[src/rtl/aud_tx_pkg.sv]
package aud_tx_pkg;
  // per-bit timing event shared by master and slave timing sources
  typedef struct packed {
    logic fall;    // bit clock falling edge this cycle
    logic hstart;  // this fall opens a half-frame
    logic left;    // current half carries the left word
  } bit_evt_t;
endpackage

[src/rtl/aud_tx_mclkgen.sv]
module aud_tx_mclkgen
  import aud_tx_pkg::*;
#(
  parameter int DIV_HALF = 2,
  parameter int HALF_W   = 32
) (
  input  logic     clk_i,
  input  logic     rst_ni,
  input  logic     run_i,
  input  logic     i2s_i,
  output logic     bclk_o,
  output logic     lrclk_o,
  output bit_evt_t evt_o
);
  localparam int FRAME_W = 2 * HALF_W;
  localparam int CW      = $clog2(FRAME_W);
  localparam int DCW     = $clog2(DIV_HALF + 1);

  logic [DCW-1:0] dcnt;
  logic [CW-1:0]  bcnt, bcnt_nx;
  logic           bclk_q, lrck_q, tick;

  assign tick    = (dcnt == DCW'(DIV_HALF - 1));
  assign bcnt_nx = bcnt + 1'b1;

  always_ff @(posedge clk_i or negedge rst_ni) begin
    if (!rst_ni) begin
      dcnt   <= '0;
      bclk_q <= 1'b0;
      lrck_q <= 1'b0;
      bcnt   <= '1;
    end else if (!run_i) begin
      dcnt   <= '0;
      bclk_q <= 1'b0;
      lrck_q <= 1'b0;
      bcnt   <= '1;
    end else begin
      dcnt <= tick ? '0 : dcnt + 1'b1;
      if (tick) begin
        bclk_q <= ~bclk_q;
        if (bclk_q) begin
          bcnt   <= bcnt_nx;
          // left half: high for left-justified, low for I2S
          lrck_q <= bcnt_nx[CW-1] ^ ~i2s_i;
        end
      end
    end
  end

  assign evt_o.fall   = run_i & tick & bclk_q;
  assign evt_o.hstart = evt_o.fall & (bcnt_nx[CW-2:0] == '0);
  assign evt_o.left   = ~bcnt_nx[CW-1];
  assign bclk_o       = bclk_q;
  assign lrclk_o      = lrck_q;


  lrck_at_fall_chk: assert property (@(posedge clk_i) disable iff (!rst_ni)
    (run_i && $past(run_i) && $past(run_i, 2) && ($past(i2s_i) == $past(i2s_i, 2))
     && (lrck_q != $past(lrck_q))) |-> ($past(bclk_q) && !bclk_q));


  pdn_clk_low_chk: assert property (@(posedge clk_i) disable iff (!rst_ni)
    !run_i |=> (!bclk_q && !lrck_q));

endmodule

[src/rtl/aud_tx_slvsync.sv]
module aud_tx_slvsync
  import aud_tx_pkg::*;
(
  input  logic     clk_i,
  input  logic     rst_ni,
  input  logic     run_i,
  input  logic     i2s_i,
  input  logic     bclk_i,
  input  logic     lrclk_i,
  output bit_evt_t evt_o
);
  logic [1:0] bsync, lsync;
  logic       bclk_d, lrck_last, fall;

  assign fall = run_i & bclk_d & ~bsync[1];

  always_ff @(posedge clk_i or negedge rst_ni) begin
    if (!rst_ni) begin
      bsync     <= '0;
      lsync     <= '0;
      bclk_d    <= 1'b0;
      lrck_last <= 1'b0;
    end else begin
      bsync  <= {bsync[0], bclk_i};
      lsync  <= {lsync[0], lrclk_i};
      bclk_d <= bsync[1];
      // track level while idle so the first edge is a real one
      if (!run_i || fall) lrck_last <= lsync[1];
    end
  end

  assign evt_o.fall   = fall;
  assign evt_o.hstart = fall & (lsync[1] ^ lrck_last);
  assign evt_o.left   = lsync[1] ^ i2s_i;

endmodule

[src/rtl/aud_tx_shift.sv]
module aud_tx_shift
  import aud_tx_pkg::*;
#(
  parameter int DATA_W = 24,
  parameter int HALF_W = 32
) (
  input  logic              clk_i,
  input  logic              rst_ni,
  input  logic              run_i,
  input  logic              i2s_i,
  input  logic              load_i,
  input  logic [DATA_W-1:0] left_i,
  input  logic [DATA_W-1:0] right_i,
  input  bit_evt_t          evt_i,
  output logic              sdata_o
);
  localparam int SW = $clog2(HALF_W) + 1;

  logic [DATA_W-1:0] hold_l, hold_r, act_l, act_r, word, sh;
  logic [SW-1:0]     slot, slot_nx;
  logic              bit_nx, in_win, sd_q, take;

  assign take    = evt_i.hstart & evt_i.left;
  assign slot_nx = evt_i.hstart ? '0 : ((slot == '1) ? slot : slot + 1'b1);
  assign word    = take ? hold_l : (evt_i.left ? act_l : act_r);
  assign sh      = word << (i2s_i ? slot_nx - 1'b1 : slot_nx);
  assign in_win  = i2s_i ? ((slot_nx != '0) && (slot_nx <= SW'(DATA_W)))
                         : (slot_nx < SW'(DATA_W));
  assign bit_nx  = in_win & sh[DATA_W-1];

  always_ff @(posedge clk_i or negedge rst_ni) begin
    if (!rst_ni) begin
      hold_l <= '0;
      hold_r <= '0;
    end else if (load_i) begin
      hold_l <= left_i;
      hold_r <= right_i;
    end
  end

  always_ff @(posedge clk_i or negedge rst_ni) begin
    if (!rst_ni) begin
      act_l <= '0;
      act_r <= '0;
      slot  <= '1;
      sd_q  <= 1'b0;
    end else if (!run_i) begin
      act_l <= '0;
      act_r <= '0;
      slot  <= '1;
      sd_q  <= 1'b0;
    end else if (evt_i.fall) begin
      if (take) begin
        act_l <= hold_l;
        act_r <= hold_r;
      end
      slot <= slot_nx;
      sd_q <= bit_nx;
    end
  end

  assign sdata_o = sd_q;


  sd_on_fall_chk: assert property (@(posedge clk_i) disable iff (!rst_ni)
    (run_i && $past(run_i) && (sd_q != $past(sd_q))) |-> $past(evt_i.fall));


  pad_zero_chk: assert property (@(posedge clk_i) disable iff (!rst_ni)
    (run_i && evt_i.fall && (slot_nx > SW'(DATA_W))) |=> !sd_q);


  pdn_sd_low_chk: assert property (@(posedge clk_i) disable iff (!rst_ni)
    !run_i |=> !sd_q);


  act_hold_chk: assert property (@(posedge clk_i) disable iff (!rst_ni)
    (run_i && !take) |=> ($stable(act_l) && $stable(act_r)));

endmodule

[src/rtl/aud_ser_tx.sv]
module aud_ser_tx
  import aud_tx_pkg::*;
#(
  parameter int DATA_W   = 24,
  parameter int HALF_W   = 32,
  parameter int DIV_HALF = 2
) (
  input  logic              clk_i,
  input  logic              rst_ni,
  input  logic              run_i,
  input  logic              master_i,
  input  logic              i2s_i,
  input  logic              load_i,
  input  logic [DATA_W-1:0] left_i,
  input  logic [DATA_W-1:0] right_i,
  input  logic              bclk_i,
  input  logic              lrclk_i,
  output logic              bclk_o,
  output logic              lrclk_o,
  output logic              clk_oe_o,
  output logic              sdata_o
);
  bit_evt_t mst_evt, slv_evt, evt;
  logic     mst_bclk, mst_lrck;

  aud_tx_mclkgen #(
    .DIV_HALF(DIV_HALF),
    .HALF_W  (HALF_W)
  ) u_mclkgen (
    .clk_i  (clk_i),
    .rst_ni (rst_ni),
    .run_i  (run_i & master_i),
    .i2s_i  (i2s_i),
    .bclk_o (mst_bclk),
    .lrclk_o(mst_lrck),
    .evt_o  (mst_evt)
  );

  aud_tx_slvsync u_slvsync (
    .clk_i  (clk_i),
    .rst_ni (rst_ni),
    .run_i  (run_i & ~master_i),
    .i2s_i  (i2s_i),
    .bclk_i (bclk_i),
    .lrclk_i(lrclk_i),
    .evt_o  (slv_evt)
  );

  assign evt = master_i ? mst_evt : slv_evt;

  aud_tx_shift #(
    .DATA_W(DATA_W),
    .HALF_W(HALF_W)
  ) u_shift (
    .clk_i  (clk_i),
    .rst_ni (rst_ni),
    .run_i  (run_i),
    .i2s_i  (i2s_i),
    .load_i (load_i),
    .left_i (left_i),
    .right_i(right_i),
    .evt_i  (evt),
    .sdata_o(sdata_o)
  );

  assign bclk_o   = master_i & mst_bclk;
  assign lrclk_o  = master_i & mst_lrck;
  assign clk_oe_o = master_i;

endmodule

[config.mk]
export PLATFORM = sky130hd
export DESIGN_NAME = aud_ser_tx
export DESIGN_NICKNAME = d
export VERILOG_FILES = /design/src/rtl/aud_tx_pkg.sv /design/src/rtl/aud_tx_mclkgen.sv /design/src/rtl/aud_tx_slvsync.sv /design/src/rtl/aud_tx_shift.sv /design/src/rtl/aud_ser_tx.sv
export SDC_FILE = /design/constraint.sdc
export NUM_CORES = 1
export LEC_CHECK = 0
export ABC_AREA = 1
export BUFFER_PORTS_ARGS = -buffer_cell sky130_fd_sc_hd__buf_4
export CAP_MARGIN = 20
export CORE_UTILIZATION = 60
export DETAILED_ROUTE_END_ITERATION = 10
export HOLD_SLACK_MARGIN = 0.12
export PLACE_DENSITY = 0.81
export SYNTH_ARGS = -nofsm -noshare
export SYNTH_HDL_FRONTEND = slang
export SYNTH_SLANG_ARGS = --single-unit
[constraint.sdc]
create_clock -name clk_i -period 4.6 [get_ports clk_i]
set_clock_uncertainty 0.05 [all_clocks]
set_input_delay 0.23 -clock clk_i [delete_from_list [all_inputs] [get_ports clk_i]]
set_output_delay 0.23 -clock clk_i [all_outputs]
set_load 0.01 [all_outputs]
* Word-level counts from Yosys, hierarchy flattened
Index checks and enable logic that the tools add are counted.
** Cells by class
- Muxes and demuxes :: 27
- Eq/ne operators :: 6
- Bitwise gates (word level) :: 20
- Shift operators :: 1
- Add/subtract/negate cells :: 4
- Reduce and logical (&&, ||, !) cells :: 7
- Magnitude comparators :: 2
** Operator list (number)
- 24-bit two-way mux :: 8
- 6-bit two-way mux :: 8
- 24-bit by 6-bit left shift with 24-bit output :: 1
- 6-bit by 1-bit adder with 6-bit output, second input constant :: 2
- 1-bit bitwise AND :: 12
- 1-bit two-way mux :: 8
- 6-bit equality test, second input constant :: 1
- 6-bit by 5-bit less-or-equal comparator with 1-bit output, second input constant :: 1
- 6-bit by 5-bit < comparator with 1-bit output, second input constant :: 1
- 6-bit nonzero test :: 1
- 6-bit by 1-bit subtractor with 6-bit output, second input constant :: 1
- 5-bit zero test :: 1
- 1-bit inverter :: 5
- 2-bit two-way mux :: 2
- 2-bit by 1-bit != test with 1-bit output, second input constant :: 2
- 2-bit != test, second input constant :: 2
- 2-bit AND reduction :: 2
- 3-bit two-way mux :: 1
- 1-bit XOR :: 3
- 2-bit by 1-bit adder with 2-bit output, second input constant :: 1
- 2-bit by 1-bit equality test with 1-bit output, second input constant :: 1
- 1-bit logical AND :: 1
- 1-bit zero test :: 1
- 1-bit logical OR :: 1
** Word-level totals
- Logic and storage cells :: 81
- Bits in registers :: 119
- Output and inout port bits :: 4
- Input bits :: 56

* Longest topological paths before layout
- Depth after elaboration :: 13
- Gate-level depth with buffers :: 20
- Mapped depth without buffers :: 20

* Cells and area by module
From an unflattened synthesis, not the netlist that was laid out.
** Second synthesis, totals
- Cells, all modules :: 694
- Area, all modules :: 5920.7 sq um
** Modules (own cells, without submodules)
- aud_tx_shift :: cells an instance 594, sequential area each 2585.0 sq um, times used 1, area an instance 5074.9 sq um
- aud_tx_mclkgen :: cells an instance 62, sequential area each 257.7 sq um, times used 1, area an instance 553.0 sq um
- aud_tx_slvsync :: cells an instance 18, sequential area each 150.1 sq um, times used 1, area an instance 212.7 sq um
- aud_ser_tx :: cells an instance 20, sequential area each 0.0 sq um, times used 1, area an instance 80.1 sq um

* Worst setup path before layout
OpenSTA, ideal clock, no wires.
- Path type :: register -> register
- Start :: register u_mclkgen.bcnt[0]
- End :: register u_shift.sd_q, in the netlist u_shift.sdata_o
- Path slack :: 2.121 ns
- Data required time :: 4.434 ns
- Path buffers :: 0
- Cell stages (with the launch flop) :: 21
- Clock period less this slack :: 2.479 ns
- Arrival :: 2.312 ns
- Cells stage by stage :: dfstp_2 -> ha_1 -> inv_1 -> nand2_1 -> nand3_1 -> nor2_2 -> nand2_2 -> nand2_8 -> inv_4 -> nand2_4 -> ha_1 -> nand2_1 -> nand2_4 -> inv_2 -> nand3_1 -> nand3_1 -> nand3_1 -> nand2_1 -> nand2_1 -> nand2_1 -> nand2_1
** Between the ends
- Longest elaborated chain between the ends :: 11
- Elaborated cells on any way between the ends :: 20
- Classes of those cells :: add/sub: 2; order compare: 2; shift: 1; mux: 8; bitwise: 4; reduce/logical: 3
** RTL lines
- start, declared :: line aud_tx_mclkgen.sv:20 : logic [CW-1:0] bcnt, bcnt_nx;
- start signal, assigned :: line aud_tx_mclkgen.sv:42 : bcnt <= bcnt_nx;
- 6-bit by 1-bit adder with 6-bit output * :: line aud_tx_mclkgen.sv:24 : assign bcnt_nx = bcnt + 1'b1;
- 5-bit zero test :: line aud_tx_mclkgen.sv:51 : assign evt_o.hstart = evt_o.fall & (bcnt_nx[CW-2:0] == '0);
- 1-bit bitwise AND :: line aud_tx_mclkgen.sv:51
- 3-bit two-way mux * :: line aud_ser_tx.sv:49 : assign evt = master_i ? mst_evt : slv_evt;
- 6-bit two-way mux :: line aud_tx_shift.sv:24 : assign slot_nx = evt_i.hstart ? '0 : ((slot == '1) ? slot : slot + 1'b1);
- 6-bit by 1-bit subtractor with 6-bit output (tied with other cells) :: line aud_tx_shift.sv:26 : assign sh = word << (i2s_i ? slot_nx - 1'b1 : slot_nx);
- 6-bit two-way mux or 1-bit logical AND (tied branches) :: line aud_tx_shift.sv:26, aud_tx_shift.sv:27
- 24-bit by 6-bit left shift with 24-bit output or 1-bit two-way mux (tied branches) :: line aud_tx_shift.sv:26, aud_tx_shift.sv:27
- 1-bit bitwise AND * :: line aud_tx_shift.sv:29 : assign bit_nx = in_win & sh[DATA_W-1];
- 1-bit two-way mux * :: line aud_tx_shift.sv:52 : end else if (evt_i.fall) begin
- 1-bit two-way mux * :: line aud_tx_shift.sv:47 : end else if (!run_i) begin
- end signal, assigned :: line aud_tx_shift.sv:58 : sd_q <= bit_nx;
- end, declared :: line aud_tx_shift.sv:21 : logic bit_nx, in_win, sd_q, take;
Every way passes the cells marked *; elsewhere a longest branch is shown, timed or not. The select of a mux whose other input is x is not followed.
A chain may end at the register's enable or synchronous reset.

* Worst setup path after layout
- Start :: register u_mclkgen.bcnt[0]
- End :: register u_shift.act_r[1]
** Between the ends
- Longest elaborated chain between the ends :: 7
- Elaborated cells on any way between the ends :: 8
- Classes of those cells :: add/sub: 1; eq/ne: 1; mux: 1; bitwise: 3; reduce/logical: 2
** RTL lines
- 6-bit by 1-bit adder with 6-bit output * :: line aud_tx_mclkgen.sv:24
- 5-bit zero test :: line aud_tx_mclkgen.sv:51
- 1-bit bitwise AND :: line aud_tx_mclkgen.sv:51
- 3-bit two-way mux * :: line aud_ser_tx.sv:49
- 1-bit bitwise AND * :: line aud_tx_shift.sv:23 : assign take = evt_i.hstart & evt_i.left;
- 2-bit by 1-bit != test with 1-bit output (no line) *
- 2-bit AND reduction (no line) *
- end signal, assigned :: line aud_tx_shift.sv:55 : act_r <= hold_r;
- end, declared :: line aud_tx_shift.sv:19 : logic [DATA_W-1:0] hold_l, hold_r, act_l, act_r, word, sh;
Every way passes the cells marked *; elsewhere a longest branch is shown, timed or not.

==> flow_metrics.tcl <==
set metrics [dict create \
    status "complete, no violations" \
    max_slew_margin_pct 45.8 \
    route.detailed.vias_per_inst 5.57 \
    hold_viol_final 0 \
    seq_area_frac_synth_pct 51.1 \
    detailed_place.area_sq_um 6270 \
    multiInputGateArea_sq_um 2290 \
    overflow 0 \
    start_kind "register" \
    final_cells 948 \
    area_growth_pct 27.0 \
    track_usage_pct 32.5 \
    grt_max_degree 107 \
    first_pass_iters 5 \
    rsz0062_at_grt "false" \
    cts_setup_buffers 0 \
    core_area_sq_um 9330 \
    regArea_sq_um 2990 \
    cts_root_buf "clkbuf_8" \
    fp.dieArea_sq_um 10200 \
    die_h_microns 101 \
    leakagePower_nw 3.65 \
    synthesis.nets 770 \
    synth_cell_types 35 \
    grt_pass1_wl_microns 24900 \
    syn-cell-area_sq_um 5860 \
    tns_ns 0 \
    async_flop_share_pct 100 \
    fin_util_pct 79.7 \
    row_count 35 \
    die_x_microns 101 \
    cts.htree.levels 4 \
    crit_family "simple AND/OR/NAND/NOR gates" \
    drc 0 \
    ys_ff_latch 119 \
    start_util_pct 62.8 \
    grt_pass1_vias 5247 \
    drt-total-wl_microns 15100 \
    cpPeakStageDelay_ns 0.68 \
    fin_nets 868 \
    place.gp.congestion 0.855 \
    cts-buffers-inserted 17 \
    reg2reg_depth 10 \
    hold_path.class "in2reg" \
    syn-instance-count 709 \
    worstSetupPathType "reg2reg" \
    crit_buf_inv 1 \
    r2r_end "u_shift.act_r[1]" \
    cts_buffer_depth 2 \
    post-dp-hpwl_microns 8970 \
    crit_path_start "u_mclkgen.bcnt[0]" \
    cp.arrival_ns 3.23 \
    peakVddDrop_uv 334 \
    slowest_stage "nand2_1" \
    ys.warnings.count 0 \
    power_density_nw_per_um2 477 \
    clkLatencyLatePin_ns 0.53 \
    drive_gt1_share_pct 16.6 \
    antenna_found_initial 0 \
    setup_viol 0 \
    ys.flop_type "dfrtp_1" \
    drt_iter0_drc 227 \
    whs_path_depth 3 \
    layout_common_cells "nand2_1 (158), nand3_1 (109), dfrtp_1 (107)" \
    power.total_mw 3.55 \
    critPathRequiredTime_ns 4.91 \
    cts_tree "built" \
    timing.fmax_mhz 342 \
    fin_crit_sh_pct 63.5 \
    path_clk_slew_ns 0.06 \
    finalWorstPathRequiredPeriod_ns 2.92 \
    maxSlewViolCount 0 \
    holdPathEnd "u_shift.act_l[20]" \
    cp-end-kind "register" \
    io_buffer_count 59 \
    synth.avg_cell_area_sq_um 8.26 \
    detail-route-antenna-nets 0 \
    rr_startpoint "u_mclkgen.bcnt[0]" \
    dp.cells 862 \
    cap_violations 0 \
    worstPathMaxFanout 106 \
    ff2ff_setup_slack_ns 1.68 \
    fill_cells 621 \
    clock-sinks 119 \
    synth-edff-count 0 \
    layout_commonest_cell "nand2_1" \
    worst_pin_slew_ns 0.808 \
    io_pins 60 \
    worstHoldStart "run_i" \
    worstPathCellList "ha_1 -> inv_1 -> nand2_1 -> nand3_1 -> nor2_2 -> nand2_2 -> nand2_8 -> nand2_8 -> nand2_1 -> o22ai_1" \
    vias 5284 \
    wl_per_cell_microns 15.9 \
    diodes 0 \
    design_area_sq_um 7440 \
]
[synthesized netlist by cell type, types with 2 or more instances]
library cell    n  area, sq um
nand2_2        10         62.6
dfrtp_1       107         2680
o21ai_1         3         15.0
inv_1          93          349
o21ai_0        84          420
o22ai_1        16          100
buf_6           5         56.3
nand2_1       158          593
buf_2           6         30.0
inv_2           4         15.0
nor3_1          4         20.0
buf_4           4         30.0
o211ai_1        9         67.6
nand4_1         4         25.0
nand3_1       109          546
clkbuf_1       18         67.6
nor4_1          2         12.5
a21oi_1        11         55.1
xor2_1          3         26.3
dfstp_2        12          315
nor2_1         13         48.8
a22oi_1         4         30.0
nand2_8         2         40.0
nand2_4         4         45.0
buf_1           3         11.3
nor2_2          3         18.8
ha_1            5         62.6
nand3_2         6         60.1
[worst max path at each step]
stage                                  end  cells after the start
after floorplan            u_shift.sdata_o                     20
after global placement     u_shift.sdata_o                     18
after detailed placement   u_shift.sdata_o                     18
after CTS                  u_shift.sdata_o                     18
after global routing       u_shift.sdata_o                     18
final                     u_shift.act_r[1]                     10
[area by class of cell]
| type | instances | area share, % |
|---|---|---|
| Sequential cell | 119 | 40.2 |
| Multi-Input combinational cell | 455 | 30.8 |
| Timing Repair Buffer | 115 | 13.7 |
| Clock buffer | 20 | 5.99 |
| Inverter | 99 | 5.10 |
| Tap cell | 129 | 2.17 |
| Clock inverter | 11 | 2.00 |
[registers in the layout, indices dropped and copies added (netlist names), 2 cells and up]
register	count
u_shift.act_l	24
u_shift.act_r	24
u_shift.hold_l	24
u_mclkgen.bcnt	6
u_mclkgen.dcnt	2
u_slvsync.lsync	2
u_shift.slot	6
u_slvsync.bsync	2
u_shift.hold_r	24
[routing by layer]
layer | share of wire (%) | wire, microns | global-route usage, % | vias to the layer above
met5 | 0 | 0 | 0 | -
met4 | 2.5 | 376 | 14.7 | 0
met3 | 4.4 | 671 | 8.39 | 29
met2 | 52 | 7770 | 56.7 | 158
met1 | 42 | 6270 | 37.5 | 2584
li1 | - | - | - | 2513
[repair_timing]
item                                   in CTS  in global routing
endpoints found under the hold margin     133                  5
hold buffers                               53                  1
resized for setup                           0                  0
[report_power, final]
group	leakage (nW)	switching [mW]	internal, mW
Combinational	1.85	0.673	0.369
Sequential	1.52	0.0397	1.13
Clock	0.283	0.478	0.851
Total	3.65	1.19	2.35
[metrics by stage]
| step | hold slack, ns | worst slack, ns |
|---|---|---|
| 3_3_place_gp | 0.284 | 1.88 |
| 2_1_floorplan | -0.116 | 2.12 |
| 5_1_grt | 0.176 | 1.45 |
| 4_1_cts | 0.141 | 1.71 |
| 6_report | 0.156 | 1.68 |
| 3_5_place_dp | 0.291 | 1.82 |
[logic make-up after synthesis]
| logic type | after synthesis | synth area share, % |
|---|---|---|
| AO/OA/AOI/OAI | 128 | 11.9 |
| XOR/XNOR | 4 | 0.598 |
| adder cells (fa/ha/maj) | 5 | 1.07 |
| buffers and inverters | 135 | 9.81 |
| flip-flops | 119 | 51.1 |
| AND/OR/NAND/NOR | 318 | 25.5 |
[worst reg2reg max path, delay by kind of cell (launching register included)]
kind	cells	cell delay [ns]
flip-flops	1	0.61
AND/OR/NAND/NOR	7	1.61
AO/OA/AOI/OAI	1	0.17
adder cells (fa/ha/maj)	1	0.25
buffers and inverters	1	0.07
Note: power is estimated with default switching activity, not from simulation.
